## src/rtl/dptr_pkg.sv

```systemverilog
package dptr_pkg;

    localparam int PTR_W   = 16;
    localparam int CTL_W   = 8;
    localparam int NUM_PTR = 2;

    // Bit positions inside the control byte
    localparam int SEL_BIT   = 0;
    localparam int DOWN0_BIT = 6;
    localparam int DOWN1_BIT = 7;

    localparam logic [CTL_W-1:0] CTL_MASK =
        CTL_W'((1 << SEL_BIT) | (1 << DOWN0_BIT) | (1 << DOWN1_BIT));

    typedef logic [PTR_W-1:0] ptr_t;

    typedef struct packed {
        logic                down1;
        logic                down0;
        logic                sel;
    } ctl_t;

    function automatic logic [CTL_W-1:0] ctl_pack(input ctl_t c);
        logic [CTL_W-1:0] b;
        b            = '0;
        b[SEL_BIT]   = c.sel;
        b[DOWN0_BIT] = c.down0;
        b[DOWN1_BIT] = c.down1;
        return b;
    endfunction

    function automatic ctl_t ctl_unpack(input logic [CTL_W-1:0] b);
        ctl_t c;
        c.sel   = b[SEL_BIT];
        c.down0 = b[DOWN0_BIT];
        c.down1 = b[DOWN1_BIT];
        return c;
    endfunction

    function automatic ptr_t ptr_step(input ptr_t v, input logic down);
        return down ? ptr_t'(v - 1'b1) : ptr_t'(v + 1'b1);
    endfunction

endpackage

```

## src/rtl/dptr_ctl_reg.sv

```systemverilog
module dptr_ctl_reg
    import dptr_pkg::*;
(
    input  logic             clk,
    input  logic             rst,
    input  logic             we,
    input  logic [CTL_W-1:0] wdata,
    output ctl_t             ctl,
    output logic [CTL_W-1:0] rdata
);

    ctl_t ctl_r;

    // Bits that cannot be stored are deliberately left unread.
    logic unused_wbits;
    assign unused_wbits = ^(wdata & ~CTL_MASK);

    always_ff @(posedge clk) begin
        if (rst)
            ctl_r <= '0;
        else if (we)
            ctl_r <= ctl_unpack(wdata);
    end

    assign ctl   = ctl_r;
    assign rdata = ctl_pack(ctl_r);

    // bits outside the layout never read as 1
    p_unused_zero_r2: assert property (@(posedge clk) disable iff (rst)
        (rdata & ~CTL_MASK) == '0);

    // a write is reflected in the readback
    p_write_back_r2: assert property (@(posedge clk) disable iff (rst)
        we |=> rdata == ($past(wdata) & CTL_MASK));

endmodule

```

## src/rtl/dptr_slot.sv

```systemverilog
module dptr_slot
    import dptr_pkg::*;
(
    input  logic clk,
    input  logic rst,
    input  logic active,
    input  logic down,
    input  logic ld_en,
    input  ptr_t ld_data,
    input  logic step,
    output ptr_t q
);

    ptr_t q_r;

    always_ff @(posedge clk) begin
        if (rst)
            q_r <= '0;
        else if (active && ld_en)
            q_r <= ld_data;
        else if (active && step)
            q_r <= ptr_step(q_r, down);
    end

    assign q = q_r;

    // a slot that is not selected keeps its value
    p_idle_hold_r8: assert property (@(posedge clk) disable iff (rst)
        !active |=> $stable(q));

endmodule

```

## src/rtl/dptr_unit.sv

```systemverilog
module dptr_unit
    import dptr_pkg::*;
(
    input  logic             clk,
    input  logic             rst,
    input  logic             ctl_we,
    input  logic [CTL_W-1:0] ctl_wdata,
    output logic [CTL_W-1:0] ctl_rdata,
    input  logic             ld_en,
    input  logic [PTR_W-1:0] ld_data,
    input  logic             step,
    output logic [PTR_W-1:0] ptr_q
);

    ctl_t ctl;
    ptr_t slot_q [NUM_PTR];
    logic [NUM_PTR-1:0] down_v;
    logic cur_down;

    dptr_ctl_reg u_ctl (
        .clk   (clk),
        .rst   (rst),
        .we    (ctl_we),
        .wdata (ctl_wdata),
        .ctl   (ctl),
        .rdata (ctl_rdata)
    );

    assign down_v = {ctl.down1, ctl.down0};

    for (genvar i = 0; i < NUM_PTR; i++) begin : g_slot
        dptr_slot u_slot (
            .clk     (clk),
            .rst     (rst),
            .active  (ctl.sel == i[0]),
            .down    (down_v[i]),
            .ld_en   (ld_en),
            .ld_data (ld_data),
            .step    (step),
            .q       (slot_q[i])
        );
    end

    assign ptr_q    = slot_q[ctl.sel];
    assign cur_down = down_v[ctl.sel];

    // reset clears everything visible
    p_reset_clear_r1: assert property (@(posedge clk)
        rst |=> (ptr_q == '0 && ctl_rdata == '0));

    // a load lands in the active pointer
    p_load_r4: assert property (@(posedge clk) disable iff (rst)
        (ld_en && !ctl_we) |=> ptr_q == $past(ld_data));

    // step counts up when the selected pointer's flag is clear
    p_step_up_r5: assert property (@(posedge clk) disable iff (rst)
        (step && !ld_en && !ctl_we && !cur_down) |=>
        ptr_q == PTR_W'($past(ptr_q) + 1'b1));

    // step counts down when the selected pointer's flag is set
    p_step_dn_r6: assert property (@(posedge clk) disable iff (rst)
        (step && !ld_en && !ctl_we && cur_down) |=>
        ptr_q == PTR_W'($past(ptr_q) - 1'b1));

    // with no operation at all, the visible pointer holds
    p_quiet_hold_r3: assert property (@(posedge clk) disable iff (rst)
        (!step && !ld_en && !ctl_we) |=> $stable(ptr_q));

endmodule

```

## config.mk

```make
export PLATFORM = sky130hd
export DESIGN_NAME = dptr_unit
export DESIGN_NICKNAME = d
export VERILOG_FILES = /design/src/rtl/dptr_pkg.sv /design/src/rtl/dptr_ctl_reg.sv /design/src/rtl/dptr_slot.sv /design/src/rtl/dptr_unit.sv
export SDC_FILE = /design/constraint.sdc
export NUM_CORES = 1
export LEC_CHECK = 0
export BUFFER_PORTS_ARGS = -buffer_cell sky130_fd_sc_hd__buf_2
export CAP_MARGIN = 20
export CORE_MARGIN = 5
export CORE_UTILIZATION = 40
export CTS_CLUSTER_SIZE = 25
export DETAILED_ROUTE_END_ITERATION = 8
export GPL_TIMING_DRIVEN = 0
export SYNTH_ARGS = -nofsm -noshare
export SYNTH_HDL_FRONTEND = slang
export SYNTH_SLANG_ARGS = --single-unit
```

## constraint.sdc

```tcl
create_clock -name clk -period 4 [get_ports clk]
set_input_delay 0.4 -clock clk [delete_from_list [all_inputs] [get_ports clk]]
set_output_delay 0.4 -clock clk [all_outputs]
set_load 0.01 [all_outputs]
```

==> run summary <==
synthesized area - 3174 um^2
Async S/R FF share, synth - 0%
Gate power share - 35.6%
DPL Wire Length - 7676 um
type of the most critical hold path - input port to flip-flop
crit-path max cell delay - 0.79 ns
layout cells sized above 1 - 17.96%
Tot GR Track Use - 19.49%
total CTS buffers - 5
die extent in x - 99.08 um
pin count of the biggest net entering global routing - 19
Top Ports - 53
site row count - 32
sequential share of power - 40.0%
Hold Crit Depth - 3
drt drc - 0
internal power - 0.6580 mW
Hold WS - 0.3475 ns
Skew-Pair Late Insertion Delay - 0.29 ns
worst reg-to-reg setup slack - 1.01 ns
Total Wirelength - 9620 um
total die area - 9817 um^2
Slew Viols, Final - 0
CP required - 4.20 ns
switching power - 0.3804 mW
CP Capture Type - flip-flop
Synth Area per Inst - 7.976 um^2
Leak - 1.609 nW
Critical Path Source - u_ctl.ctl[2]
vias in the first global route - 3168
first-pass GRT wire length - 15560 um
total number of vias - 3196
Sw Share - 36.63%
crit path time final - 2.987 ns
clock network fraction of total power - 24.4%
vias per cell - 5.779
Finished Core Util - 46.68%
Worst slew margin - 51.83%
cells after synthesis - 398
worst r2r dst - g_slot[1].u_slot.q[12]
status - finished, final reports clean
CP Buf/Inv Count - 0
GRT overflow - 0
Yosys cell types - 56
# H-tree levels - 2
Synth Flop Type - dfxtp_1
Post-CTS Resized - 0
cell count along the critical path - 7
RSZ-0062 raised after global routing - false
slowest cell on the critical path - dfxtp_1
largest delay contributor family on the critical path - compound AO/OA/AOI/OAI gates
Max VDD drop - 0.1343 mV
number of flops mapped to enable cells by yosys - 0
hold wc startpoint - ctl_wdata[0]
# clock sinks - 35
Crit Path Category - flip-flop to flip-flop
Initial Util - 41.08%
Max Root-Sink Buffers - 2
register area share after synthesis - 22.07%
Least-Margin Pin Slew - 0.7216 ns
clock skew - 0.004865 ns
worst reg2reg path depth - 7
r2r startpoint - u_ctl.ctl[2]
critical path arrival - 3.18 ns
clock root buffer - clkbuf_8
Hold EP - u_ctl.ctl[0]
Syn. warnings - 0
# port buffers - 41
max-cap violations - 0
setup bufs post-CTS - 0
fmax - 334.8 MHz
number of detailed-route iterations in the first pass - 6
Yosys reg bits - 35
Core ar. - 7727 um^2
CP cell instances - ha_1 > a21oi_1 > o21ai_0 > a2111oi_0 > o31ai_1 > xnor2_1 > o32ai_1
DR iter-0 viols - 213
initial antenna violation count - 0
Die H - 99.08 um
post-route ant nets - 0
period utilization - 74.66%
final hold vios - 0
Area Overhead vs Synth - 13.64%
drt wl/cell - 17.40 um
final setup TNS - 0 ns
Final nets - 509
CP Max Fanout - 18
crit start category - flip-flop
final setup fails - 0
hold-fix buffers at CTS - 0
Reg clk slew, reported paths - 0.07 ns
RePlAce Congestion - 0.9171
CTS tree - done
pwr dens - 287.9 nW/um^2
n_diodes - 0
## synthesized netlist by cell type, drive strengths merged (2+ instances only)
cell type,n,area share (%)
or3,3,0.59
a221oi,3,0.83
nand2b,5,0.99
a22oi,12,2.8
mux2,16,5.7
o41ai,3,1.4
clkbuf,15,2.1
and3,2,0.39
mux2i,3,0.95
nor3,6,0.95
o21ai,24,3.9
o21a,5,1.2
o32ai,3,0.83
a222oi,3,0.95
dfxtp,35,22
o211ai,8,1.9
inv,11,1.3
a21o,10,2.4
a311oi,2,0.55
o21bai,3,0.71
nand4,3,0.59
ha,28,11
buf,11,2.3
o221ai,3,0.83
a21oi,48,7.6
a211oi,2,0.63
o22ai,8,1.6
nor3b,2,0.47
xor2,11,3.0
a21boi,2,0.47
a2111oi,2,0.55
nor2,31,3.7
a31oi,5,1.2
xnor2,14,3.9
nand3,9,1.4
fa,2,1.3
o31ai,3,0.71
a22o,3,0.83
nand2,32,3.8
## state kept, by name, summed over array words and instances (netlist names)
name             cells
u_ctl.ctl            3
g_slot.u_slot.q     32
## worst max path at each step
stage                                         to  slack, ns
final                     g_slot[1].u_slot.q[12]       1.01
after detailed placement  g_slot[1].u_slot.q[12]       1.05
after floorplan           g_slot[1].u_slot.q[12]       1.57
after CTS                 g_slot[1].u_slot.q[12]       1.01
after global placement    g_slot[1].u_slot.q[12]       1.06
after global routing       g_slot[1].u_slot.q[8]       0.66
## cells in the final DEF (no fill, tap or decap), drive strengths merged, types with 8 or more instances in the layout
cell type  instances
o21ai             24
ha                28
nor2              31
inv               11
xor2              11
nand3              9
a22oi             12
clkbuf            21
xnor2             14
o22ai              8
buf               52
nand2             32
a21oi             48
dfxtp             35
o211ai             8
a21o              10
mux2              16
## kinds of logic after synthesis
kind of cell               Yosys count  synth area share (%)
AOI/OAI and AO/OA                  155                 32.76
and+or+nand+nor                     96                 13.52
buffers and inverters               37                 5.715
DFF                                 35                 22.07
adders and majority gates           30                 12.30
xor gates and xnor gates            25                 6.898
muxes                               19                 6.622
other                                1                0.1181
## final cells by class
| cell class | instances | area [um^2] |
|---|---|---|
| Fill cell | 800 | 4120 |
| Multi-Input combinational cell | 330 | 2307 |
| Sequential cell | 35 | 700.7 |
| Timing Repair Buffer | 41 | 205.2 |
| Buffer | 26 | 140.1 |
| Tap cell | 102 | 127.6 |
| Clock buffer | 6 | 72.57 |
| Inverter | 11 | 41.29 |
| Clock inverter | 2 | 12.51 |
## layer usage
layer	wire length, um	track usage [%]	part of all wire (%)
met4	40	3.887	0.42
met2	4397	31.40	46
met5	0	0	0
met3	516	2.972	5.4
met1	4664	27.61	48
## tightest hold or removal path, cell delays in order
cell and delay [ns]:
buf_2 0.07, mux2i_1 0.05, nor2_1 0.07
## power by group through the flow
| stage | combinational, mW | sequential (mW) | clock, mW |
|---|---|---|---|
| 2_1_floorplan | 0.268 | 0.409 | 0 |
| 3_3_place_gp | 0.360 | 0.423 | 0 |
| 3_5_place_dp | 0.366 | 0.423 | 0 |
| 4_1_cts | 0.368 | 0.415 | 0.260 |
| 5_1_grt | 0.410 | 0.419 | 0.273 |
| 6_report | 0.369 | 0.415 | 0.254 |
## metrics by stage
step | instances | power (mW) | worst slack (ns) | instance area [um^2]
after floorplan | 402 | 0.6772 | 1.570 | 3189
after global placement | 545 | 0.7829 | 1.062 | 3522
after detailed placement | 545 | 0.7894 | 1.053 | 3522
after CTS | 553 | 1.043 | 1.010 | 3607
after global routing | 553 | 1.103 | 0.6569 | 3607
final | 553 | 1.038 | 1.013 | 3607
Note: power is estimated with default switching activity, not from simulation.
